[config.mk]
export PLATFORM = sky130hd
export DESIGN_NAME = flash_guard
export DESIGN_NICKNAME = d
export VERILOG_FILES = /design/src/rtl/fg_pkg.sv /design/src/rtl/fg_regs.sv /design/src/rtl/fg_window.sv /design/src/rtl/fg_floor.sv /design/src/rtl/flash_guard.sv
export SDC_FILE = /design/constraint.sdc
export NUM_CORES = 1
export LEC_CHECK = 0
export BUFFER_PORTS_ARGS = -buffer_cell sky130_fd_sc_hd__buf_2
export CORE_MARGIN = 2
export CORE_UTILIZATION = 38
export CTS_CLUSTER_DIAMETER = 200
export DETAILED_ROUTE_END_ITERATION = 16
export GPL_TIMING_DRIVEN = 0
export PLACE_DENSITY = 0.56
export SLEW_MARGIN = 15
export SYNTH_ARGS = -nofsm -noshare
export SYNTH_HDL_FRONTEND = slang
export SYNTH_SLANG_ARGS = --single-unit
[constraint.sdc]
create_clock -name clk -period 7.3 [get_ports clk]
set_input_delay 2.19 -clock clk [delete_from_list [all_inputs] [get_ports clk]]
set_output_delay 2.19 -clock clk [all_outputs]
set_load 0.05 [all_outputs]
[src/rtl/fg_pkg.sv]
package fg_pkg;
   // register word width of the programming port
   localparam int FG_REG_W        = 32;
   // register index assignment
   localparam int FG_CTRL_IDX     = 0;
   localparam int FG_FLOOR_IDX    = 1;
   localparam int FG_WIN_BASE_IDX = 2;
   // control register
   localparam int FG_LOCK_BIT     = 0;
   // window register layout
   localparam int FG_EN_BIT       = 31;
   localparam int FG_LIM_LSB      = 16;
   localparam int FG_BASE_LSB     = 0;
endpackage

[src/rtl/fg_regs.sv]
module fg_regs
   import fg_pkg::*;
#(
   parameter int ADDR_W   = 24,
   parameter int PAGE_W   = 12,
   parameter int NUM_WIN  = 4,
   parameter int IDX_W    = 3
) (
   input  logic                              clk,
   input  logic                              rst_n,
   input  logic                              wr_en,
   input  logic [IDX_W-1:0]                  idx,
   input  logic [FG_REG_W-1:0]               wr_data,
   output logic [FG_REG_W-1:0]               rd_data,
   output logic                              locked,
   output logic [ADDR_W-1:0]                 floor_addr,
   output logic [NUM_WIN-1:0]                win_en,
   output logic [NUM_WIN-1:0][PAGE_W-1:0]    win_base,
   output logic [NUM_WIN-1:0][PAGE_W-1:0]    win_lim
);
   localparam logic [IDX_W-1:0] CTRL_SEL  = IDX_W'(FG_CTRL_IDX);
   localparam logic [IDX_W-1:0] FLOOR_SEL = IDX_W'(FG_FLOOR_IDX);

   logic wr_ok;
   logic lock_q;
   logic [ADDR_W-1:0] floor_q;

   assign wr_ok = wr_en & ~lock_q;

   always_ff @(posedge clk) begin
      if (!rst_n) begin
         lock_q <= 1'b0;
      end else if (wr_ok && idx == CTRL_SEL) begin
         lock_q <= lock_q | wr_data[FG_LOCK_BIT];
      end
   end

   always_ff @(posedge clk) begin
      if (!rst_n) begin
         floor_q <= '0;
      end else if (wr_ok && idx == FLOOR_SEL) begin
         floor_q <= wr_data[ADDR_W-1:0];
      end
   end

   for (genvar g = 0; g < NUM_WIN; g++) begin : g_win
      localparam logic [IDX_W-1:0] MY_SEL = IDX_W'(FG_WIN_BASE_IDX + g);
      logic              en_q;
      logic [PAGE_W-1:0] base_q;
      logic [PAGE_W-1:0] lim_q;

      always_ff @(posedge clk) begin
         if (!rst_n) begin
            en_q   <= 1'b0;
            base_q <= '0;
            lim_q  <= '0;
         end else if (wr_ok && idx == MY_SEL) begin
            en_q   <= wr_data[FG_EN_BIT];
            base_q <= wr_data[FG_BASE_LSB +: PAGE_W];
            lim_q  <= wr_data[FG_LIM_LSB +: PAGE_W];
         end
      end

      assign win_en[g]   = en_q;
      assign win_base[g] = base_q;
      assign win_lim[g]  = lim_q;
   end

   always_comb begin
      rd_data = '0;
      if (idx == CTRL_SEL) begin
         rd_data[FG_LOCK_BIT] = lock_q;
      end else if (idx == FLOOR_SEL) begin
         rd_data[ADDR_W-1:0] = floor_q;
      end else begin
         for (int i = 0; i < NUM_WIN; i++) begin
            if (idx == IDX_W'(FG_WIN_BASE_IDX + i)) begin
               rd_data[FG_EN_BIT]               = win_en[i];
               rd_data[FG_LIM_LSB +: PAGE_W]    = win_lim[i];
               rd_data[FG_BASE_LSB +: PAGE_W]   = win_base[i];
            end
         end
      end
   end

   assign locked     = lock_q;
   assign floor_addr = floor_q;


   lock_sticky_chk: assert property (@(posedge clk) disable iff (!rst_n)
      lock_q |=> lock_q);


   floor_frozen_chk: assert property (@(posedge clk) disable iff (!rst_n)
      lock_q |=> $stable(floor_q));


   win_frozen_chk: assert property (@(posedge clk) disable iff (!rst_n)
      lock_q |=> ($stable(win_en) && $stable(win_base) && $stable(win_lim)));
endmodule

[src/rtl/fg_window.sv]
module fg_window #(
   parameter int PAGE_W = 12
) (
   input  logic              en,
   input  logic [PAGE_W-1:0] base_pg,
   input  logic [PAGE_W-1:0] lim_pg,
   input  logic [PAGE_W-1:0] addr_pg,
   input  logic              is_wr,
   output logic              hit
);
   logic above_base;
   logic within_lim;

   // comparing page numbers treats the limit's low offset bits as all ones
   assign above_base = (addr_pg >= base_pg);
   assign within_lim = (addr_pg <= lim_pg);
   assign hit        = en & is_wr & above_base & within_lim;
endmodule

[src/rtl/fg_floor.sv]
module fg_floor #(
   parameter int ADDR_W = 24
) (
   input  logic [ADDR_W-1:0] floor_addr,
   input  logic [ADDR_W-1:0] addr,
   output logic              below
);
   assign below = (addr < floor_addr);
endmodule

[src/rtl/flash_guard.sv]
module flash_guard
   import fg_pkg::*;
#(
   parameter int ADDR_W     = 24,
   parameter int PAGE_BITS  = 12,
   parameter int NUM_WIN    = 4,
   parameter int IDX_W      = 3,
   parameter bit REG_RESULT = 1'b1
) (
   input  logic                 clk,
   input  logic                 rst_n,
   input  logic                 cfg_wr,
   input  logic [IDX_W-1:0]     cfg_idx,
   input  logic [FG_REG_W-1:0]  cfg_wdata,
   output logic [FG_REG_W-1:0]  cfg_rdata,
   input  logic                 chk_valid,
   input  logic [ADDR_W-1:0]    chk_addr,
   input  logic                 chk_wr,
   output logic                 res_valid,
   output logic                 res_blocked
);
   localparam int PAGE_W = ADDR_W - PAGE_BITS;

   if (NUM_WIN < 1) begin : g_bad_nwin
      $error("flash_guard: NUM_WIN must be at least 1");
   end
   if (FG_WIN_BASE_IDX + NUM_WIN > (1 << IDX_W)) begin : g_bad_idx
      $error("flash_guard: IDX_W too narrow for NUM_WIN windows");
   end
   if (PAGE_W < 1 || PAGE_W > FG_LIM_LSB || FG_LIM_LSB + PAGE_W > FG_EN_BIT) begin : g_bad_page
      $error("flash_guard: page field does not fit the window register");
   end
   if (ADDR_W > FG_REG_W) begin : g_bad_addr
      $error("flash_guard: ADDR_W exceeds register width");
   end

   logic                           locked;
   logic [ADDR_W-1:0]              floor_addr;
   logic [NUM_WIN-1:0]             win_en;
   logic [NUM_WIN-1:0][PAGE_W-1:0] win_base;
   logic [NUM_WIN-1:0][PAGE_W-1:0] win_lim;
   logic [NUM_WIN-1:0]             win_hit;
   logic                           below_floor;
   logic                           deny;
   logic                           unused_lock;

   fg_regs #(
      .ADDR_W (ADDR_W),
      .PAGE_W (PAGE_W),
      .NUM_WIN(NUM_WIN),
      .IDX_W  (IDX_W)
   ) u_regs (
      .clk       (clk),
      .rst_n     (rst_n),
      .wr_en     (cfg_wr),
      .idx       (cfg_idx),
      .wr_data   (cfg_wdata),
      .rd_data   (cfg_rdata),
      .locked    (locked),
      .floor_addr(floor_addr),
      .win_en    (win_en),
      .win_base  (win_base),
      .win_lim   (win_lim)
   );

   assign unused_lock = locked;

   for (genvar g = 0; g < NUM_WIN; g++) begin : g_cmp
      fg_window #(.PAGE_W(PAGE_W)) u_win (
         .en     (win_en[g]),
         .base_pg(win_base[g]),
         .lim_pg (win_lim[g]),
         .addr_pg(chk_addr[ADDR_W-1:PAGE_BITS]),
         .is_wr  (chk_wr),
         .hit    (win_hit[g])
      );
   end

   fg_floor #(.ADDR_W(ADDR_W)) u_floor (
      .floor_addr(floor_addr),
      .addr      (chk_addr),
      .below     (below_floor)
   );

   assign deny = below_floor | (|win_hit);

   if (REG_RESULT) begin : g_reg_res
      logic valid_q;
      logic blk_q;

      always_ff @(posedge clk) begin
         if (!rst_n) begin
            valid_q <= 1'b0;
            blk_q   <= 1'b0;
         end else begin
            valid_q <= chk_valid;
            blk_q   <= chk_valid & deny;
         end
      end

      assign res_valid   = valid_q;
      assign res_blocked = blk_q;


      floor_block_chk: assert property (@(posedge clk) disable iff (!rst_n)
         (chk_valid && chk_addr < floor_addr) |=> (res_valid && res_blocked));


      read_pass_chk: assert property (@(posedge clk) disable iff (!rst_n)
         (chk_valid && !chk_wr && chk_addr >= floor_addr) |=> !res_blocked);


      result_follow_chk: assert property (@(posedge clk) disable iff (!rst_n)
         chk_valid |=> res_valid);
   end else begin : g_comb_res
      assign res_valid   = chk_valid;
      assign res_blocked = chk_valid & deny;
   end


   blk_needs_valid_chk: assert property (@(posedge clk) disable iff (!rst_n)
      res_blocked |-> res_valid);
endmodule

== Word-level counts from Yosys, hierarchy flattened ==
Cells that the tools add are included.
Cells by class
  magnitude comparators: 9
  equal/unequal tests: 5
  multiplexer cells: 20
  bitwise operators: 17
  reductions and logical operators: 8
Operator list (number)
  2-to-1 mux 12 bit: 9
  >= comparator 12 bit: 4
  <= comparator 12 bit: 4
  2-to-1 mux 27 bit: 1
  less-than comparator 24 bit: 1
  AND 1 bit: 14
  2-to-1 mux 4 bit: 2
  2-to-1 mux 8 bit: 1
  2-to-1 mux 1 bit: 7
  equality test 3 x 2 -> 1 bit, second input constant: 2
  equality test 3 bit, second input constant: 2
  logical AND 1 bit: 6
  OR reduction 4 bit: 1
  equality test 3 x 1 -> 1 bit, second input constant: 1
  zero test 3 bit: 1
  bitwise OR 1 bit: 2
  NOT 1 bit: 1
Word-level totals
  register bits after elaboration: 127
  input bits: 64
  output and inout port bits: 34
  word-level logic and storage cells: 75

== Depth between registers and ports, before layout ==
  depth after elaboration: 7
  mapped depth: 8
  gate-level depth less buffers: 8

== Modules after synthesis ==
From an unflattened synthesis, not the netlist that was laid out.
Second synthesis, totals
  cell total of the unflattened synthesis: 1018
  area total of the unflattened synthesis: 8898.5 um^2
Modules (own cells, without submodules)
  fg_regs: instances 1, cells an instance 592, area each 5773.0 um^2, seq. area each 2502.4 um^2
  fg_window: instances 4, cells an instance 85, area each 619.3 um^2, seq. area each 0.0 um^2
  fg_floor: instances 1, cells an instance 81, area each 586.8 um^2, seq. area each 0.0 um^2
  flash_guard: instances 1, cells an instance 5, area each 61.3 um^2, seq. area each 40.0 um^2

== Worst setup path before layout ==
No wires, ideal clock.
  path kind: input port to output port
  from: input cfg_idx[1]
  to: output cfg_rdata[0]
  arrival time: 3.847 ns
  required time: 5.110 ns
  slack: 1.263 ns
  stages: 7
  buffers on the path: 4
  path through: buf_2 nor2b_1 buf_2 buf_2 buf_2 a21oi_1 a21oi_1
On the way
  cells in the longest elaborated chain, start to end: 7
  elaborated cells on any way between the ends: 12
  those cells by class: eq/ne (5); mux (6); reduce/logical (1)
RTL lines
  start: declaration: line flash_guard.sv:13  | input logic [IDX_W-1:0] cfg_idx,
  equality test 3 x 2 -> 1 bit: line fg_regs.sv:77  | if (idx == IDX_W'(FG_WIN_BASE_IDX + i)) begin
  2-to-1 mux 12 bit (4 in series): line fg_regs.sv:77
  2-to-1 mux 12 bit: line fg_regs.sv:73  | end else if (idx == FLOOR_SEL) begin
  2-to-1 mux 1 bit (*): line fg_regs.sv:71  | if (idx == CTRL_SEL) begin
  end: declaration: line flash_guard.sv:15  | output logic [FG_REG_W-1:0] cfg_rdata,
Mark *: on every way between the ends. The rest lies on a longest branch, timed or not.

== Final worst setup path ==
  from: input cfg_idx[2]
  to: output cfg_rdata[16]
On the way
  cells in the longest elaborated chain, start to end: 7
  elaborated cells on any way between the ends: 12
  those cells by class: eq/ne (5); mux (6); reduce/logical (1)
RTL lines (line)
  equality test 3 x 2 -> 1 bit: fg_regs.sv:77
  2-to-1 mux 12 bit (4 in series): fg_regs.sv:77
  2-to-1 mux 8 bit: fg_regs.sv:73
  2-to-1 mux 27 bit (*): fg_regs.sv:71
Marks and branches as above.

==> results.cfg <==
[place]
dp_hpwl_um = 21800
place_congestion = 0.894
portBuffers = 87
dp.cells = 1482

[floorplan]
rows = 54
start_util_pct = 39.0
dieArea_um2 = 23800
fp.dieW_um = 154
core_um2 = 22000
num_io_pins = 98
die_y_um = 154

[run_status]
status = complete, no violations

[final_layout]
layout_common_cells = nand2_1, dfxtp_1, ha_1
layout_commonest_cell = nand2_1
finalNetCount = 1404
final_util_pct = 45.4
drive_gt1_share_pct = 12.3
num_antenna_cells = 0
fin_cells = 1512
areaGrowthSynthToFinish_pct = 16.4

[power]
switching_power_mw = 0.534
powerDensity_nw_per_um2 = 193
p_int_mw = 1.39
pwr-share-seq_pct = 37.4
sw_frac_of_total_pct = 27.8
p_leak_nw = 3.89
pwr-share-clk_pct = 46.6
ir_worst_vdd_mv = 0.146
p_comb_share_pct = 16.0

[sta]
drv_slew = 0
hold_viol = 0
max_freq_mhz = 158
period_needed_ps = 6320
period_share_pct = 86.6
rsz0062_at_grt = no
setup-tns-final_ps = 0
fin_skew_ps = 7.11
slew-limit-headroom_pct = 45.5
setup_viol = 0
tightest_slew_ps = 807

[critical_path]
crit_path_end_kind = output port
crit_arrival_ps = 4130
crit_top_cell = buf_2
critPathSlowestCell = nor2b_2
crit_type = input port to output port
critPathMaxStageDelay_ps = 360
critPathRequiredTime_ps = 5110
critPathMaxFanout = 10
critPathLaunchType = input port
path_cells = buf_2, nor2b_2, buf_2, buf_2, a221oi_1, a21oi_1, buf_2

[clocking]
cts_num_sinks = 127
cts_root_buffer = clkbuf_16
numCtsBuffers = 17
clkTransAtPathRegs_ps = 50
clk_latency_ps = 430
htree_levels = 4
cts.repair.resized = 0
tritoncts = built
ctsHoldBuffers = 0
cts_buffer_depth = 2
post_cts_buffers = 0

[drt]
viasPerCell = 5.34
drt-wirelength-per-cell_um = 18.7
vias = 8075
finalWirelength_um = 28200
dr.pass1.iters = 6
drt_iter0_drc = 607
antenna_left = 0
drc = 0

[yosys]
yosys.cell_types.count = 48
yosys_warnings = 0
syn_inst = 1113
avgSynthCellArea_um2 = 7.69
yosysSeqAreaShare_pct = 29.7
synth_flop_cell = dfxtp_1
synth_seq_cells = 127
netlist_area_um2 = 8560
synthArstFlopShare_pct = 0
synth_edf_count = 0

[grt]
antenna_found_initial = 0
grt_pass1_vias = 7722
grt_overflow = 0
grt_use_total_pct = 24.2
grt_start_max_net_pins = 17
grt_pass1_wl_um = 43500

[min_path]
hold_class = register to register

[job]
drv_cap = 0
worst max-delay path: cells and delay by family:
family          cells  cell delay, ps
compound gates      2             420
buf+inv             4            1140
simple gates        1             360
layout make-up:
type                       count  area, um^2
multi-input combinational    810        5300
clock inverter                 6         105
fill                        2309       12000
sequential                   127        2540
timing repair buffer          87         435
inverter                     115         432
clock buffer                  24         502
tap                          280         350
buffer                        63         294
power by group through the flow:
stage               sequential (mW)  clock (mW)  combinational [mW]
CTS                           0.720       0.904               0.307
finish                        0.720       0.896               0.307
floorplan                     0.733           0               0.192
detailed placement            0.735           0               0.305
global route                  0.722       0.936               0.340
global placement              0.735           0               0.302
per-stage QoR:
step                hold WS, ps  area [um^2]  setup WS (ps)  power [mW]
floorplan                   435         8570           1260       0.925
global placement            440         9360           1020        1.04
detailed placement          448         9360           1060        1.04
CTS                         456         9960           1050        1.93
global route                481         9960            892        2.00
finish                      459         9960            980        1.92
Yosys cell counts, types with 2 or more instances:
cell type	count	area (um^2)
a211oi_1	7	52.6
a21boi_0	15	113
a21boi_1	110	826
a21o_1	10	75.1
a21oi_1	82	410
a221oi_1	26	228
a22oi_1	4	30.0
a41oi_1	2	17.5
and3_1	11	68.8
buf_2	25	125
buf_4	7	52.6
clkbuf_1	31	116
dfxtp_1	127	2540
ha_1	119	1490
inv_1	115	432
mux2i_1	21	210
nand2_1	269	1010
nand2b_1	5	31.3
nand3_1	10	50.1
nand4_1	19	119
nor2_1	38	143
nor2b_1	11	68.8
nor3_1	2	10.0
o2111ai_1	3	26.3
o211ai_1	2	15.0
o21a_1	3	22.5
o21ai_0	14	70.1
o21ai_1	2	10.0
o311ai_0	2	17.5
o31ai_1	2	15.0
o41ai_1	2	17.5
per-layer routing:
metal / wire length [um] / track usage (%)
met1: 13600 / 34.2
met4: 833 / 9.03
met5: 0 / 0
met2: 12100 / 37.2
met3: 1650 / 3.58
path summary, 6_finish.rpt:
check | startpoint | end | slack, ps | depth (start not counted)
hold reg to reg | u_regs.g_win[3].lim_q[10] | u_regs.g_win[3].lim_q[10] | 460 | 2
setup reg to reg | u_regs.floor_addr[2] | res_blocked | 4660 | 8
setup / recovery | cfg_idx[2] | cfg_rdata[16] | 980 | 7
hold / removal | u_regs.g_win[3].lim_q[10] | u_regs.g_win[3].lim_q[10] | 460 | 2
flip-flops by register name, summed over array words and instances, names as in the netlist:
name	cells
u_regs.g_win.base_q	48
u_regs.g_win.lim_q	48
u_regs.floor_addr	24
u_regs.g_win.en_q	4
res_blocked	1
res_valid	1
u_regs.locked	1
cells by family (layout without fill, tap and decap cells):
logic type	Yosys count	after routing	synth area share [%]
flops	127	127	29.7
other cells	1	3	0.0438
compound gates	295	295	23.7
mux	21	21	2.45
simple gates	372	372	18.2
fa+ha+maj	119	119	17.4
buf+inv	178	295	8.47
Power figures use the tool's default switching activity.
